<file path="src/rtl/crx_pkg.sv">
package crx_pkg;
  localparam int REG_W  = 8;
  localparam int EXT_N  = 9;

  localparam logic [REG_W-1:0] KEY_A_IDX = 8'h38;
  localparam logic [REG_W-1:0] KEY_B_IDX = 8'h39;
  localparam logic [REG_W-1:0] KEY_A_VAL = 8'h48;
  localparam logic [REG_W-1:0] KEY_B_VAL = 8'hA0;

  // slot numbers of the extended set
  localparam int S_MEM  = 0;  // 31h
  localparam int S_BASE = 1;  // 35h
  localparam int S_MCTL = 2;  // 40h
  localparam int S_EMOD = 3;  // 43h
  localparam int S_SYS2 = 4;  // 51h
  localparam int S_PF   = 5;  // 54h
  localparam int S_LAW  = 6;  // 58h
  localparam int S_POSH = 7;  // 59h
  localparam int S_POSL = 8;  // 5Ah

  localparam logic [REG_W-1:0] EXT_IDX [EXT_N] =
    '{8'h31, 8'h35, 8'h40, 8'h43, 8'h51, 8'h54, 8'h58, 8'h59, 8'h5A};
  localparam logic [REG_W-1:0] EXT_RST [EXT_N] =
    '{8'h00, 8'h00, 8'hA4, 8'h00, 8'h00, 8'h00, 8'h00, 8'h00, 8'h0A};
  localparam logic [REG_W-1:0] EXT_MASK [EXT_N] =
    '{8'h39, 8'h0F, 8'hFF, 8'hFF, 8'h3F, 8'h07, 8'h17, 8'h03, 8'hFF};

  function automatic logic is_ext(input logic [REG_W-1:0] idx);
    logic hit;
    hit = 1'b0;
    for (int k = 0; k < EXT_N; k++)
      if (idx == EXT_IDX[k]) hit = 1'b1;
    return hit;
  endfunction

  // round a prefetch request down to 0, 1, 3 or 7
  function automatic logic [2:0] round_pf(input logic [2:0] v);
    if (v == 3'd0)      return 3'd0;
    else if (v < 3'd3)  return 3'd1;
    else if (v < 3'd7)  return 3'd3;
    else                return 3'd7;
  endfunction
endpackage

</file>
<file path="src/rtl/crx_key_gate.sv">
module crx_key_gate
  import crx_pkg::*;
#(
  parameter int DW = REG_W
) (
  input  logic          clk,
  input  logic          rst_n,
  input  logic          wr_en,
  input  logic [DW-1:0] idx,
  input  logic [DW-1:0] wdata,
  output logic          unlocked,
  output logic          key_hit,
  output logic [DW-1:0] key_rdata
);
  logic [DW-1:0] key_a_q, key_b_q, key_a_d, key_b_d;
  logic          en_a, en_b;

  always_comb begin
    en_a    = wr_en && (idx == KEY_A_IDX);
    en_b    = wr_en && (idx == KEY_B_IDX);
    key_a_d = wdata;
    key_b_d = wdata;
  end

  always_ff @(posedge clk or negedge rst_n) begin
    if (!rst_n) begin
      key_a_q <= '0;
      key_b_q <= '0;
    end else begin
      if (en_a) key_a_q <= key_a_d;
      if (en_b) key_b_q <= key_b_d;
    end
  end

  always_comb begin
    unlocked  = (key_a_q == KEY_A_VAL) && (key_b_q == KEY_B_VAL);
    key_hit   = (idx == KEY_A_IDX) || (idx == KEY_B_IDX);
    key_rdata = (idx == KEY_A_IDX) ? key_a_q :
                (idx == KEY_B_IDX) ? key_b_q : '0;
  end
endmodule

</file>
<file path="src/rtl/crx_std_bank.sv">
module crx_std_bank
  import crx_pkg::*;
#(
  parameter int DW      = REG_W,
  parameter int NUM_STD = 25
) (
  input  logic                       clk,
  input  logic                       rst_n,
  input  logic                       wr_en,
  input  logic [DW-1:0]              idx,
  input  logic [DW-1:0]              wdata,
  output logic [NUM_STD-1:0][DW-1:0] regs,
  output logic                       std_hit,
  output logic [DW-1:0]              std_rdata
);
  for (genvar g = 0; g < NUM_STD; g++) begin : g_reg
    logic          en;
    logic [DW-1:0] q;
    always_comb en = wr_en && (idx == DW'(g));
    always_ff @(posedge clk or negedge rst_n) begin
      if (!rst_n)  q <= '0;
      else if (en) q <= wdata;
    end
    assign regs[g] = q;
  end

  always_comb begin
    std_hit   = (idx < DW'(NUM_STD));
    std_rdata = '0;
    for (int k = 0; k < NUM_STD; k++)
      if (idx == DW'(k)) std_rdata = regs[k];
  end
endmodule

</file>
<file path="src/rtl/crx_ext_bank.sv">
module crx_ext_bank
  import crx_pkg::*;
#(
  parameter int DW = REG_W
) (
  input  logic                     clk,
  input  logic                     rst_n,
  input  logic                     wr_en,
  input  logic                     unlocked,
  input  logic [DW-1:0]            idx,
  input  logic [DW-1:0]            wdata,
  output logic [EXT_N-1:0][DW-1:0] regs,
  output logic                     ext_hit,
  output logic [DW-1:0]            ext_rdata
);
  for (genvar g = 0; g < EXT_N; g++) begin : g_slot
    logic          en;
    logic [DW-1:0] d, q;
    always_comb begin
      en = wr_en && unlocked && (idx == EXT_IDX[g]);
      if (g == S_PF) d = DW'(round_pf(wdata[2:0]));
      else           d = wdata & EXT_MASK[g];
    end
    always_ff @(posedge clk or negedge rst_n) begin
      if (!rst_n)  q <= EXT_RST[g];
      else if (en) q <= d;
    end
    assign regs[g] = q;
  end

  always_comb begin
    ext_hit   = 1'b0;
    ext_rdata = '0;
    for (int k = 0; k < EXT_N; k++)
      if (idx == EXT_IDX[k]) begin
        ext_hit = 1'b1;
        if (unlocked) ext_rdata = regs[k];
      end
  end
endmodule

</file>
<file path="src/rtl/crx_field_decode.sv">
module crx_field_decode #(
  parameter int POS_W = 10
) (
  input  logic [7:0]       start_lo,
  input  logic [7:0]       start_mid,
  input  logic [7:0]       offset_lo,
  input  logic [5:0]       mem_cfg,
  input  logic [3:0]       base_lo,
  input  logic             post_bit,
  input  logic             width_b8,
  input  logic [5:0]       sys2,
  input  logic [2:0]       pf_q,
  input  logic [4:0]       law_ctl,
  input  logic [POS_W-1:0] law_pos,
  output logic [19:0]      disp_start,
  output logic [5:0]       cpu_base,
  output logic             cpu_base_en,
  output logic             enh_map,
  output logic [9:0]       line_width,
  output logic [1:0]       law_size,
  output logic [POS_W-1:0] law_base,
  output logic             law_en,
  output logic             rac_en,
  output logic [2:0]       prefetch,
  output logic             write_post
);
  logic [POS_W-1:0] align_mask;
  int               clr;

  always_comb begin
    disp_start  = {sys2[1:0], mem_cfg[5:4], start_mid, start_lo};
    cpu_base    = {sys2[3:2], base_lo};
    cpu_base_en = mem_cfg[0];
    enh_map     = mem_cfg[3];
    line_width[7:0] = offset_lo;
    if (sys2[5:4] != 2'b00) line_width[9:8] = sys2[5:4];
    else                    line_width[9:8] = {1'b0, width_b8};
    law_size    = law_ctl[1:0];
    rac_en      = law_ctl[2];
    law_en      = law_ctl[4];
    clr         = (law_size == 2'd0) ? 0 : int'(law_size) + 3;
    align_mask  = ~((POS_W'(1) << clr) - POS_W'(1));
    law_base    = law_pos & align_mask;
    prefetch    = pf_q;
    write_post  = post_bit;
  end
endmodule

</file>
<file path="src/rtl/crx_regbank.sv">
module crx_regbank
  import crx_pkg::*;
#(
  parameter int NUM_STD = 25,
  parameter int POS_W   = 10
) (
  input  logic             clk,
  input  logic             rst_n,
  input  logic             idx_wr,
  input  logic             data_wr,
  input  logic [7:0]       wdata,
  output logic [7:0]       rdata,
  output logic [19:0]      disp_start,
  output logic [5:0]       cpu_base,
  output logic             cpu_base_en,
  output logic             enh_map,
  output logic [9:0]       line_width,
  output logic [1:0]       law_size,
  output logic [POS_W-1:0] law_base,
  output logic             law_en,
  output logic             rac_en,
  output logic [2:0]       prefetch,
  output logic             write_post
);
  localparam int DW = REG_W;

  logic [1:0]    rst_pipe;
  logic          rst_sync_n;
  logic [DW-1:0] idx_q, idx_d;
  logic          unlocked, key_hit, std_hit, ext_hit;
  logic [DW-1:0] key_rdata, std_rdata, ext_rdata;
  logic [NUM_STD-1:0][DW-1:0] std_q;
  logic [EXT_N-1:0][DW-1:0]   ext_q;

  always_ff @(posedge clk or negedge rst_n) begin
    if (!rst_n) rst_pipe <= 2'b00;
    else        rst_pipe <= {rst_pipe[0], 1'b1};
  end
  assign rst_sync_n = rst_pipe[1];

  always_comb idx_d = idx_wr ? wdata : idx_q;

  always_ff @(posedge clk or negedge rst_sync_n) begin
    if (!rst_sync_n) idx_q <= '0;
    else             idx_q <= idx_d;
  end

  crx_key_gate #(.DW(DW)) u_key (
    .clk(clk), .rst_n(rst_sync_n), .wr_en(data_wr), .idx(idx_q),
    .wdata(wdata), .unlocked(unlocked), .key_hit(key_hit),
    .key_rdata(key_rdata)
  );

  crx_std_bank #(.DW(DW), .NUM_STD(NUM_STD)) u_std (
    .clk(clk), .rst_n(rst_sync_n), .wr_en(data_wr), .idx(idx_q),
    .wdata(wdata), .regs(std_q), .std_hit(std_hit), .std_rdata(std_rdata)
  );

  crx_ext_bank #(.DW(DW)) u_ext (
    .clk(clk), .rst_n(rst_sync_n), .wr_en(data_wr), .unlocked(unlocked),
    .idx(idx_q), .wdata(wdata), .regs(ext_q), .ext_hit(ext_hit),
    .ext_rdata(ext_rdata)
  );

  always_comb begin
    if (key_hit)      rdata = key_rdata;
    else if (ext_hit) rdata = ext_rdata;
    else if (std_hit) rdata = std_rdata;
    else              rdata = '0;
  end

  crx_field_decode #(.POS_W(POS_W)) u_dec (
    .start_lo   (std_q[8'h0D]),
    .start_mid  (std_q[8'h0C]),
    .offset_lo  (std_q[8'h13]),
    .mem_cfg    (ext_q[S_MEM][5:0]),
    .base_lo    (ext_q[S_BASE][3:0]),
    .post_bit   (ext_q[S_MCTL][3]),
    .width_b8   (ext_q[S_EMOD][2]),
    .sys2       (ext_q[S_SYS2][5:0]),
    .pf_q       (ext_q[S_PF][2:0]),
    .law_ctl    (ext_q[S_LAW][4:0]),
    .law_pos    (POS_W'({ext_q[S_POSH][1:0], ext_q[S_POSL]})),
    .disp_start (disp_start),
    .cpu_base   (cpu_base),
    .cpu_base_en(cpu_base_en),
    .enh_map    (enh_map),
    .line_width (line_width),
    .law_size   (law_size),
    .law_base   (law_base),
    .law_en     (law_en),
    .rac_en     (rac_en),
    .prefetch   (prefetch),
    .write_post (write_post)
  );
endmodule

</file>
<file path="config.mk">
export PLATFORM = sky130hd
export DESIGN_NAME = crx_regbank
export DESIGN_NICKNAME = d
export VERILOG_FILES = /design/src/rtl/crx_pkg.sv /design/src/rtl/crx_key_gate.sv /design/src/rtl/crx_std_bank.sv /design/src/rtl/crx_ext_bank.sv /design/src/rtl/crx_field_decode.sv /design/src/rtl/crx_regbank.sv
export SDC_FILE = /design/constraint.sdc
export NUM_CORES = 1
export LEC_CHECK = 0
export CAP_MARGIN = 20
export CORE_ASPECT_RATIO = 2
export CORE_UTILIZATION = 53
export CTS_CLUSTER_DIAMETER = 100
export DETAILED_ROUTE_END_ITERATION = 12
export PLACE_DENSITY_LB_ADDON = 0.25
export SLEW_MARGIN = 20
export SYNTH_ARGS = -nofsm -noshare
export SYNTH_HDL_FRONTEND = slang
export SYNTH_SLANG_ARGS = --single-unit
</file>
<file path="constraint.sdc">
create_clock -name clk -period 8 [get_ports clk]
set_input_delay 1.2 -clock clk [delete_from_list [all_inputs] [get_ports clk]]
set_output_delay 1.2 -clock clk [all_outputs]
set_load 0.02 [all_outputs]
</file>
-- After elaboration in Yosys (flattened, before gate mapping)
Cells that the tools add are included.
- $add $sub $neg: 2
- multiply operators: 0
- div/mod/pow operators: 0
- order comparisons: 3
- eq/ne operators: 37
- shift operators: 1
- mux-type cells: 62
- bitwise operators: 2
- reductions and logical operators: 43
- operators by type and width (cell ; count):
    8-bit 2-to-1 mux ; 47
    8-bit by 5-bit == test with 1-bit output (second input constant) ; 9
    8-bit by 4-bit == test with 1-bit output (second input constant) ; 8
    8-bit by 7-bit == test with 1-bit output (second input constant) ; 8
    1-bit logical AND ; 38
    8-bit by 3-bit == test with 1-bit output (second input constant) ; 4
    8-bit by 6-bit == test with 1-bit output (second input constant) ; 4
    32-bit 2-to-1 mux ; 1
    1-bit by 32-bit << shifter with 10-bit output (first input constant) ; 1
    8-bit by 2-bit == test with 1-bit output (second input constant) ; 2
    10-bit bitwise AND ; 1
    10-bit NOT ; 1
    10-bit by 2-bit subtractor with 10-bit output (second input constant) ; 1
    1-bit 2-to-1 mux ; 9
    3-bit 2-to-1 mux ; 3
    8-bit by 1-bit == test with 1-bit output (second input constant) ; 1
    8-bit == test (second input constant) ; 1
    8-bit logical NOT ; 1
    8-bit by 5-bit < comparator with 1-bit output (second input constant) ; 1
    6-bit 2-to-1 mux ; 1
    2-bit by 2-bit adder with 3-bit output (second input constant) ; 1
    3-bit logical NOT ; 1
    3-bit by 2-bit < comparator with 1-bit output (second input constant) ; 1
    3-bit < comparator (second input constant) ; 1
    other kinds (4) ; 4
- flip-flop bits (word level): 273
- bits in latches: 0
- bits in writable memories: 0
- ROM bits: 0
- input port bits: 12
- output and inout bits: 64
- logic and storage cells: 188
- memories: 0

-- Longest topological paths before layout
Gate-level depths: netlist of run 1.
- word-level depth: 29
- gate-level depth with buffers: 10
- mapped depth without buffers: 6

-- Hierarchy
Synthesis of run 1 repeated with hierarchy kept, for this count alone.
- cell total of the unflattened synthesis: 1218
- area total of the unflattened synthesis: 14461.4 sq um
- by module, submodules not included (module ; times used ; cells an instance ; area an instance (sq um) ; seq. area each (sq um)):
    crx_std_bank ; 1 ; 787 ; 9888.2 ; 5004.8
    crx_ext_bank ; 1 ; 255 ; 2775.2 ; 1182.4
    crx_key_gate ; 1 ; 63 ; 818.3 ; 400.4
    crx_regbank ; 1 ; 55 ; 574.3 ; 250.2
    crx_field_decode ; 1 ; 58 ; 405.4 ; 0.0

-- Worst setup path before layout of run 1
OpenSTA, ideal clock, no wires.
- path kind: reg-to-output
- start point: register idx_q[6]
- end point: output port rdata[7]
- data arrival time: 2285 ps
- data required time: 6800 ps
- slack: 4515 ps
- stages on the path, launching flop included: 9
- path buffers: 2
- cells stage by stage: dfrtp_1 buf_6 or4_4 buf_6 nor3_1 a221oi_1 nand2_1 a2111oi_0 o31ai_1
- cells in the longest elaborated chain, start to end: 29
- elaborated cells on any way between the ends: 92
- classes of those cells: 1 x order compare; 35 x eq/ne; 54 x mux; 2 x reduce/logical
- ends and longest elaborated chain (what ; line ; text):
    start: declaration ; crx_regbank.sv:29 ; logic [DW-1:0] idx_q, idx_d;
    start signal: assignment ; crx_regbank.sv:45 ; else idx_q <= idx_d;
    8-bit logical NOT ; crx_std_bank.sv:31 ; if (idx == DW'(k)) std_rdata = regs[k];
    8-bit 2-to-1 mux (25 in a row) ; crx_std_bank.sv:31 ;
    8-bit 2-to-1 mux ; crx_regbank.sv:68 ; else if (std_hit) rdata = std_rdata;
    8-bit 2-to-1 mux ; crx_regbank.sv:67 ; else if (ext_hit) rdata = ext_rdata;
    8-bit 2-to-1 mux (*) ; crx_regbank.sv:66 ; if (key_hit) rdata = key_rdata;
    end: declaration ; crx_regbank.sv:12 ; output logic [7:0] rdata,
Mark *: on every way between the ends. The rest lies on a longest branch, timed or not.

-- Final worst setup path of run 1
- start point: register idx_q[1]
- end point: output port rdata[7]
Same word-level chain as after synthesis.

==> results of run 1 <==
==> through the flow <==
stage                     std cells  area (µm²)  util (%)  setup slack, ns  power (mW)
after detailed placement       1451       14640     56.85            2.914       2.010
after global placement         1451       14640     56.85            2.966       2.000
after floorplan                1137       13990         -            3.530       1.876
final                          1497       15590     60.52            2.106       3.350
after global routing           1497       15590     60.52            2.003       3.448
after CTS                      1496       15560     60.43            2.394       3.354
==> layout by cell type, fill, tap and decap left out, types with 11 or more instances in the layout <==
master and instances:
a21oi_1 44, a22oi_1 17, buf_4 21, clkbuf_16 25, clkdlybuf4s50_1 75, dfrtp_1 265
mux2_2 243, mux2_4 32, mux2i_1 11, nand2_1 51, nand3_1 25, nor2_1 28
nor2_2 15, nor3_1 22, o21ai_0 33, o22ai_1 12
==> area by class of cell <==
| cell class | count | area, µm² |
|---|---|---|
| flip-flops and latches | 273 | 6847 |
| clock inverters | 14 | 232.7 |
| multi-input cells | 730 | 6414 |
| fillers | 2162 | 10170 |
| well taps | 340 | 425.4 |
| clock buffers | 31 | 688.2 |
| inverters | 11 | 41.29 |
| repair buffers | 98 | 939.7 |
==> worst max-delay path: cells and delay by family, from the launching register on <==
kind / cells / cell delay (ns)
AOI/OAI and AO/OA: 4 / 1.33
buffers and inverters: 1 / 0.69
and+or+nand+nor: 2 / 1.43
DFF: 1 / 0.67
==> final timing paths <==
| check | startpoint | end | slack [ns] | cells past startpoint |
|---|---|---|---|---|
| min | rst_pipe[0] | rst_pipe[1] | 0.35 | 0 |
| min in group asynchronous | rst_pipe[1] | u_ext.g_slot[4].q[2] | 0.36 | 0 |
| max | idx_q[1] | rdata[7] | 2.11 | 7 |
| max reg2reg | idx_q[3] | u_std.g_reg[23].q[1] | 4.63 | 4 |
| min reg2reg | rst_pipe[0] | rst_pipe[1] | 0.35 | 0 |
| max in group asynchronous | rst_pipe[1] | u_std.g_reg[20].q[4] | 6.40 | 1 |
==> metal layers <==
metal	global-route usage, %	routed length [µm]	vias to the layer above
met5	0	0	-
met4	22.11	3143	0
met3	4.020	2744	186
met2	54.09	21260	512
met1	38.89	14640	5048
li1	-	-	4182
==> report_power, final <==
part | switching, mW | internal, mW | total, mW
logic | 0.226 | 0.180 | 0.405
clock network | 0.549 | 0.806 | 1.35
registers | 0.104 | 1.49 | 1.59
==> state kept, by name, summed over array words and instances, names as in the netlist <==
register        count
rst_pipe            2
u_ext.g_slot.q     47
u_key.key_a_q       8
idx_q               8
u_std.g.q         200
u_key.key_b_q       8
==> kinds of logic (layout without fill, tap and decap cells) <==
| logic type | Yosys count | in the layout | share of synthesized area, % |
|---|---|---|---|
| AOI/OAI and AO/OA | 202 | 202 | 10.02 |
| and+or+nand+nor | 231 | 231 | 10.41 |
| buffers and inverters | 134 | 154 | 5.285 |
| muxes | 296 | 296 | 25.39 |
| DFF | 273 | 273 | 48.87 |
| other | 1 | 1 | 0.02680 |
==> flow_metrics.tcl, run 1 <==
set metrics [dict create \
    overflow 0 \
    cp-end-kind "output port" \
    start_util_pct 54.32 \
    yosysMostFrequentCell "dfrtp_1" \
    worst_pin_slew_ns 0.9737 \
    grt_pass1_wl_mm 64.09 \
    timing.max_slew.rel_slack_pct 35.09 \
    hp-class "reg -> reg" \
    cts_buffers 25 \
    core_area_um2 25750 \
    ant_nets 0 \
    drc 0 \
    drive_above_1_share_pct 35.52 \
    cts_hold_buf 0 \
    synth_fp_nets 1149 \
    diodes 0 \
    final_max_slew_viol_count 0 \
    numPortBuffers 75 \
    avgSynthCellArea_um2 12.31 \
    finalWeightedCongestion 0.9698 \
    cts_root_buffer "clkbuf_16" \
    post-synth-top-area-cell "dfrtp_1" \
    critical_path_required_ns 6.80 \
    rsz0062_at_grt "false" \
    wire_per_inst_um 27.92 \
    dieArea_um2 27090 \
    totalWireLength_mm 41.80 \
    async_reset_ff_share_pct 100.0 \
    htree_levels 1 \
    yosys-top-cells-area "dfrtp_1, mux2_2, mux2_4, buf_4, mux4_2" \
    die_w_um 116.9 \
    first_iter_violations 940 \
    cp_data_arrival_time_ns 4.69 \
    yosysSeqAreaShare_pct 48.87 \
    clockBufferDepth 3 \
    dieHeight_um 231.8 \
    cp_max_fo 38 \
    synth_top_flop_cell "dfrtp_1" \
    crit_path_top_delay_cell "nor3_1" \
    p_per_area_nw_per_um2 214.9 \
    status "finished clean" \
    grt_antenna_before_repair 0 \
    ys_top_cells_by_count "dfrtp_1, mux2_2, nand2_1" \
    yosys_warnings 0 \
    synth_top_area_share_pct 47.93 \
    fin_crit_sh_pct 73.68 \
    critPathKind "reg -> out" \
    setup_violations 0 \
    timing.setup.tns_ns 0 \
    final.min_clock_period_ns 5.894 \
    grt_max_degree 85 \
    cts.clk_slew.worst_paths_ns 0.07 \
    critPathLaunchType "flip-flop" \
    first_pass_iters 5 \
    io_pins 76 \
    cts_resized 0 \
    vias 9928 \
    fp-row-count 83 \
    vdd_ir_drop_max_mv 0.1559 \
    syn_area_um2 13990 \
    cpPeakStageDelay_ns 0.86 \
    crit_chain "nand2b_1 > nor3_1 > a311oi_1 > a21oi_1 > a2111oi_0 > o31ai_1 > clkdlybuf4s50_1" \
    synth_cells 1137 \
    grt_pass1_vias 10220 \
    avgViaCountPerCell 6.632 \
    synth-seq-cells 273 \
    timing.hold.ws_ns 0.3483 \
    ys_types 86 \
    grt_util_all_layers_pct 32.56 \
    fin_skew_ns 0.01138 \
    cts_tree "built" \
    synth_edf_count 0 \
    syn_to_final_growth_pct 11.41 \
    leakage_nw 6.989 \
    drv_cap 0 \
    insertion_delay_ns 0.54 \
    cts.sinks 273 \
    cts_setup_buffers 0 \
    post-dp-hpwl_mm 27.92 \
    hold_viol_final 0 \
    fmax_mhz 169.7 \
    design.final.nets 1151 \
]
Power figures use the tool's default switching activity.
==> run 2: changes to the inputs <==
==> constraint.sdc (replaced) <==
create_clock -name clk -period 5.95 [get_ports clk]
set_input_delay 0.8925 -clock clk [delete_from_list [all_inputs] [get_ports clk]]
set_output_delay 0.8925 -clock clk [all_outputs]
set_load 0.02 [all_outputs]
==> run 2 against run 1 <==
Effect of this change: clock skew grew 0.0039 ns; sequential cell count is the same; core utilization shrank 0.51 points; largest power group unchanged; combinational power grew 36%; via count shrank 1.3%; routed wire length grew 3.2%; final cell count shrank 0.20%; critical path depth is the same; non-clock buffer count shrank 1; setup slack lost 1.5 ns; power grew 29%; clock power grew 20%.
==> flow_metrics.tcl, run 2 (synthesis results as in run 1) <==
set metrics [dict create \
    wire_per_inst_um 28.86 \
    fmax_mhz 188.1 \
    cts_hold_buf 0 \
    syn_to_final_growth_pct 10.48 \
    timing.setup.tns_ns 0 \
    first_iter_violations 751 \
    avgViaCountPerCell 6.560 \
    grt_util_all_layers_pct 33.23 \
    clockBufferDepth 3 \
    largest_reg_flops 200 \
    register_area_um2 6847 \
    diodes 0 \
    cts_setup_buffers 0 \
    final_common_cell "dfrtp_1" \
    cts_resized 0 \
    die_w_um 116.9 \
    first_pass_iters 5 \
    vdd_ir_drop_max_mv 0.2230 \
    final.min_clock_period_ns 5.315 \
    critical_path_required_ns 5.06 \
    htree_levels 1 \
    dieHeight_um 231.8 \
    cts.sinks 273 \
    worst_pin_slew_ns 1.058 \
    drv_cap 0 \
    cp-end-kind "output port" \
    top_regs "u_std.g.q x200, u_ext.g_slot.q x47" \
    worst_slack_ns 0.6348 \
    final-instance-count-excl-fill 1494 \
    multi_input_area_um2 6414 \
    fin_skew_ns 0.01532 \
    hold_viol_final 0 \
    dpl.cell_count 1450 \
    nFillCells 2188 \
    overflow 0 \
    hp-class "reg -> async" \
    drc 0 \
    rsz0062_at_grt "false" \
    dieArea_um2 27090 \
    insertion_delay_ns 0.55 \
    leakage_nw 6.947 \
    totalWireLength_mm 43.12 \
    io_pins 76 \
    cp_data_arrival_time_ns 4.42 \
    regMostFlops "u_std.g.q" \
    core_area_um2 25750 \
    drive_above_1_share_pct 35.18 \
    numPortBuffers 75 \
    grt_antenna_before_repair 0 \
    grt_pass1_wl_mm 64.80 \
    grt_pass1_vias 10020 \
    cts.clk_slew.worst_paths_ns 0.07 \
    final_max_slew_viol_count 0 \
    p_per_area_nw_per_um2 278.7 \
    pre_cts_ws_ns 1.331 \
    cts_tree "built" \
    cp_max_fo 28 \
    cts_buffers 25 \
    fin_crit_sh_pct 89.33 \
    cts_root_buffer "clkbuf_16" \
    grt_max_degree 189 \
    vias 9800 \
    critPathKind "reg -> out" \
    fp-row-count 83 \
    status "finished clean" \
    setup_violations 0 \
    design.final.nets 1150 \
    layout_common_cells "dfrtp_1, mux2_2, clkdlybuf4s50_1" \
    finalPower_mw 4.308 \
    timing.max_slew.rel_slack_pct 29.49 \
    post-dp-hpwl_mm 28.85 \
    start_util_pct 54.32 \
    finalWeightedCongestion 0.9456 \
    postLayoutCoreUtil_pct 60.02 \
    ant_nets 0 \
    critPathLaunchType "flip-flop" \
]
[run 2: cell count changes in the layout (fill, tap and decap cells not counted), moves of 2 or more]
| cell | change |
|---|---|
| clkinvlp_4 | -5 |
| buf_2 | +2 |
| clkinv_2 | +2 |
| clkbuf_1 | +4 |
| bufinv_16 | -4 |
| clkdlybuf4s50_1 | -2 |
[run 2: final timing paths]
check / depth (start not counted) / slack, ns / to / start
setup / recovery: 7 / 0.63 / rdata[0] / idx_q[2]
hold / removal: 0 / 0.31 / u_std.g_reg[2].q[4] / rst_pipe[1]
setup reg to reg: 5 / 2.42 / u_std.g_reg[13].q[2] / idx_q[1]
hold reg to reg: 0 / 0.31 / u_std.g_reg[2].q[4] / rst_pipe[1]
max in group asynchronous: 2 / 4.25 / u_std.g_reg[19].q[0] / rst_pipe[1]
min in group clk: 0 / 0.34 / rst_pipe[1] / rst_pipe[0]
[run 2: critical path: stages (launching register included)]
cell and delay (ns):
dfrtp_1 1.04, nand2b_1 0.60, nor3_1 0.63, a221oi_1 0.16, a2111oi_0 0.45, a211oi_1 0.09
o211ai_1 0.24, clkdlybuf4s50_1 0.65
[run 2: per-stage QoR]
stage               instance area, µm²  hold WS [ns]
floorplan                        13990        0.3311
global placement                 14640        0.3114
detailed placement               14640        0.3199
CTS                              15430        0.3259
global route                     15460        0.3513
finish                           15460        0.3149
[run 2: area by class of cell]
| type | instances | share of cell area (%) |
|---|---|---|
| clock buffer | 34 | 4.460 |
| clock inverter | 9 | 0.6638 |
| inverter | 11 | 0.2671 |
| multi-input combinational | 730 | 41.49 |
| sequential | 273 | 44.29 |
| tap | 340 | 2.752 |
| timing repair buffer | 97 | 6.071 |
[run 2: power breakdown]
part           internal, mW  switching [mW]
logic                 0.242           0.310
registers              2.00           0.138
clock network         0.898           0.721
total                  3.14            1.17
[run 2: metal layers]
layer | part of all wire (%) | wire (µm) | GRT usage [%]
met2 | 52 | 22510 | 57.97
met5 | 0 | 0 | 0
met1 | 36 | 15460 | 39.00
met3 | 5.1 | 2183 | 3.367
met4 | 6.9 | 2963 | 19.22
==> run 3: changes to the inputs <==
--- a/config.mk
+++ b/config.mk
@@ -5,7 +5,6 @@
 export SDC_FILE = /design/constraint.sdc
 export NUM_CORES = 1
 export LEC_CHECK = 0
-export CAP_MARGIN = 20
 export CORE_ASPECT_RATIO = 2
 export CORE_UTILIZATION = 53
 export CTS_CLUSTER_DIAMETER = 100
==> constraint.sdc (replaced) <==
create_clock -name clk -period 5.95 [get_ports clk]
set_input_delay 1.19 -clock clk [delete_from_list [all_inputs] [get_ports clk]]
set_output_delay 1.19 -clock clk [all_outputs]
set_load 0.02 [all_outputs]
==> run 3 against run 2 <==
Effect of this change: fmax is 1.4% lower; sequential share of layout area fell by 0.15 points; clock-buffer cell count fell by 3; setup slack worse by 0.077 ns; design area grew 0.33%; clock power barely moved; final cell count up 0.33%.
==> flow_metrics.tcl, run 3 (synthesis results as in run 1) <==
set metrics [dict create \
    finalPower_mw 4.296 \
    overflow 0 \
    cts_hold_buf 0 \
    final.min_clock_period_ns 5.392 \
    core_area_um2 25750 \
    critical_path_required_ns 4.76 \
    grt_pass1_vias 10270 \
    layout_common_cells "dfrtp_1, mux2_2, clkdlybuf4s50_1" \
    cp_data_arrival_time_ns 4.20 \
    start_util_pct 54.32 \
    cts_buffers 24 \
    power.internal_mw 3.134 \
    finalWeightedCongestion 1.028 \
    cts.sinks 273 \
    io_pins 76 \
    p_clk_share_pct 37.3 \
    dieHeight_um 231.8 \
    vdd_ir_drop_max_mv 0.3064 \
    first_iter_violations 891 \
    r2r_start "idx_q[2]" \
    combPwrFrac_pct 13.1 \
    cts.clk_slew.worst_paths_ns 0.07 \
    final_common_cell "dfrtp_1" \
    numPortBuffers 75 \
    fp-row-count 83 \
    cp_max_fo 23 \
    setup_violations 0 \
    top_regs "u_std.g.q x200, u_ext.g_slot.q x47" \
    fin_skew_ns 0.01278 \
    first_pass_iters 5 \
    worst_pin_slew_ns 0.9257 \
    leakage_nw 6.974 \
    fin_crit_sh_pct 90.62 \
    cp-end-kind "output port" \
    power_switching_mw 1.162 \
    dieArea_um2 27090 \
    nFillCells 2159 \
    largest_reg_flops 200 \
    grt_util_all_layers_pct 32.72 \
    regMostFlops "u_std.g.q" \
    diodes 0 \
    p_per_area_nw_per_um2 277.0 \
    ant_nets 0 \
    cts_setup_buffers 0 \
    drv_cap 0 \
    vias 9940 \
    totalWireLength_mm 41.93 \
    drive_above_1_share_pct 35.63 \
    htree_levels 1 \
    hold_viol_final 0 \
    syn_to_final_growth_pct 10.85 \
    pre_cts_ws_ns 1.261 \
    critPathLaunch "idx_q[3]" \
    insertion_delay_ns 0.55 \
    worst_slack_ns 0.5583 \
    status "finished clean" \
    timing.max_slew.rel_slack_pct 38.29 \
    rsz0062_at_grt "false" \
    timing.hold.ws_ns 0.2302 \
    drc 0 \
    hp-class "reg -> async" \
    switching_share_pct 27.05 \
    grt_pass1_wl_mm 64.37 \
    cts_resized 0 \
    critPathKind "reg -> out" \
    grt_max_degree 179 \
    seq_power_share_pct 49.6 \
    fmax_mhz 185.5 \
    timing.setup.tns_ns 0 \
    design.final.nets 1157 \
    wire_per_inst_um 27.97 \
    post-dp-hpwl_mm 28.14 \
    cts_tree "built" \
    avgViaCountPerCell 6.631 \
    critPathLaunchType "flip-flop" \
    die_w_um 116.9 \
    clockBufferDepth 3 \
    grt_antenna_before_repair 0 \
    final_max_slew_viol_count 0 \
    cts_root_buffer "clkbuf_16" \
]
run 3: cell count changes in the layout (fill, tap and decap cells not counted), sizes merged:
cell and change:
buf +7, inv -1, clkbuf -3, clkinv -1
clkinvlp +2, clkdlybuf4s50 +1
run 3: worst max-delay path, cell delays in order, from the launching register on:
cell,delay [ns]
dfrtp_1,0.68
nor2_1,0.54
buf_4,0.26
nand4_1,0.10
a31o_2,0.26
a21oi_1,0.50
a2111oi_0,0.15
o31ai_1,0.45
clkdlybuf4s50_1,0.69
run 3: per-layer routing:
metal,wire length (µm),GRT usage (%),up-vias
li1,-,-,4168
met1,14820,38.49,5078
met2,21040,53.88,508
met3,2643,5.038,186
met4,3424,22.98,0
met5,0,0,-
run 3: final cells by class:
type	instances	area (µm²)	share of cell area, %
inverter	11	41.29	0.2662
clock inverter	9	100.1	0.6454
multi-input combinational	730	6414	41.36
clock buffer	31	678.2	4.373
timing repair buffer	105	1003	6.470
sequential	273	6847	44.15
tap	340	425.4	2.743
run 3: final timing paths:
| check | endpoint | slack [ns] | cells past startpoint |
|---|---|---|---|
| setup / recovery | rdata[7] | 0.56 | 8 |
| hold / removal | u_ext.g_slot[6].q[1] | 0.23 | 0 |
| setup reg to reg | u_std.g_reg[23].q[1] | 2.71 | 4 |
| hold reg to reg | u_ext.g_slot[6].q[1] | 0.23 | 0 |
| max in group asynchronous | u_std.g_reg[23].q[1] | 4.42 | 2 |
| min in group clk | rst_pipe[1] | 0.36 | 0 |
run 3: per-stage QoR:
stage | cell area (µm²) | utilization (%) | cells
floorplan | 13990 | - | 1137
global placement | 14700 | 57.09 | 1458
detailed placement | 14700 | 57.09 | 1458
CTS | 15480 | 60.11 | 1498
global route | 15510 | 60.22 | 1499
finish | 15510 | 60.22 | 1499
run 3: power groups by stage:
stage	registers (mW)	logic [mW]	clock network, mW
after floorplan	2.11	0.409	0
after global placement	2.15	0.545	0
after detailed placement	2.16	0.555	0
after CTS	2.13	0.556	1.62
after global routing	2.15	0.598	1.69
final	2.13	0.565	1.60
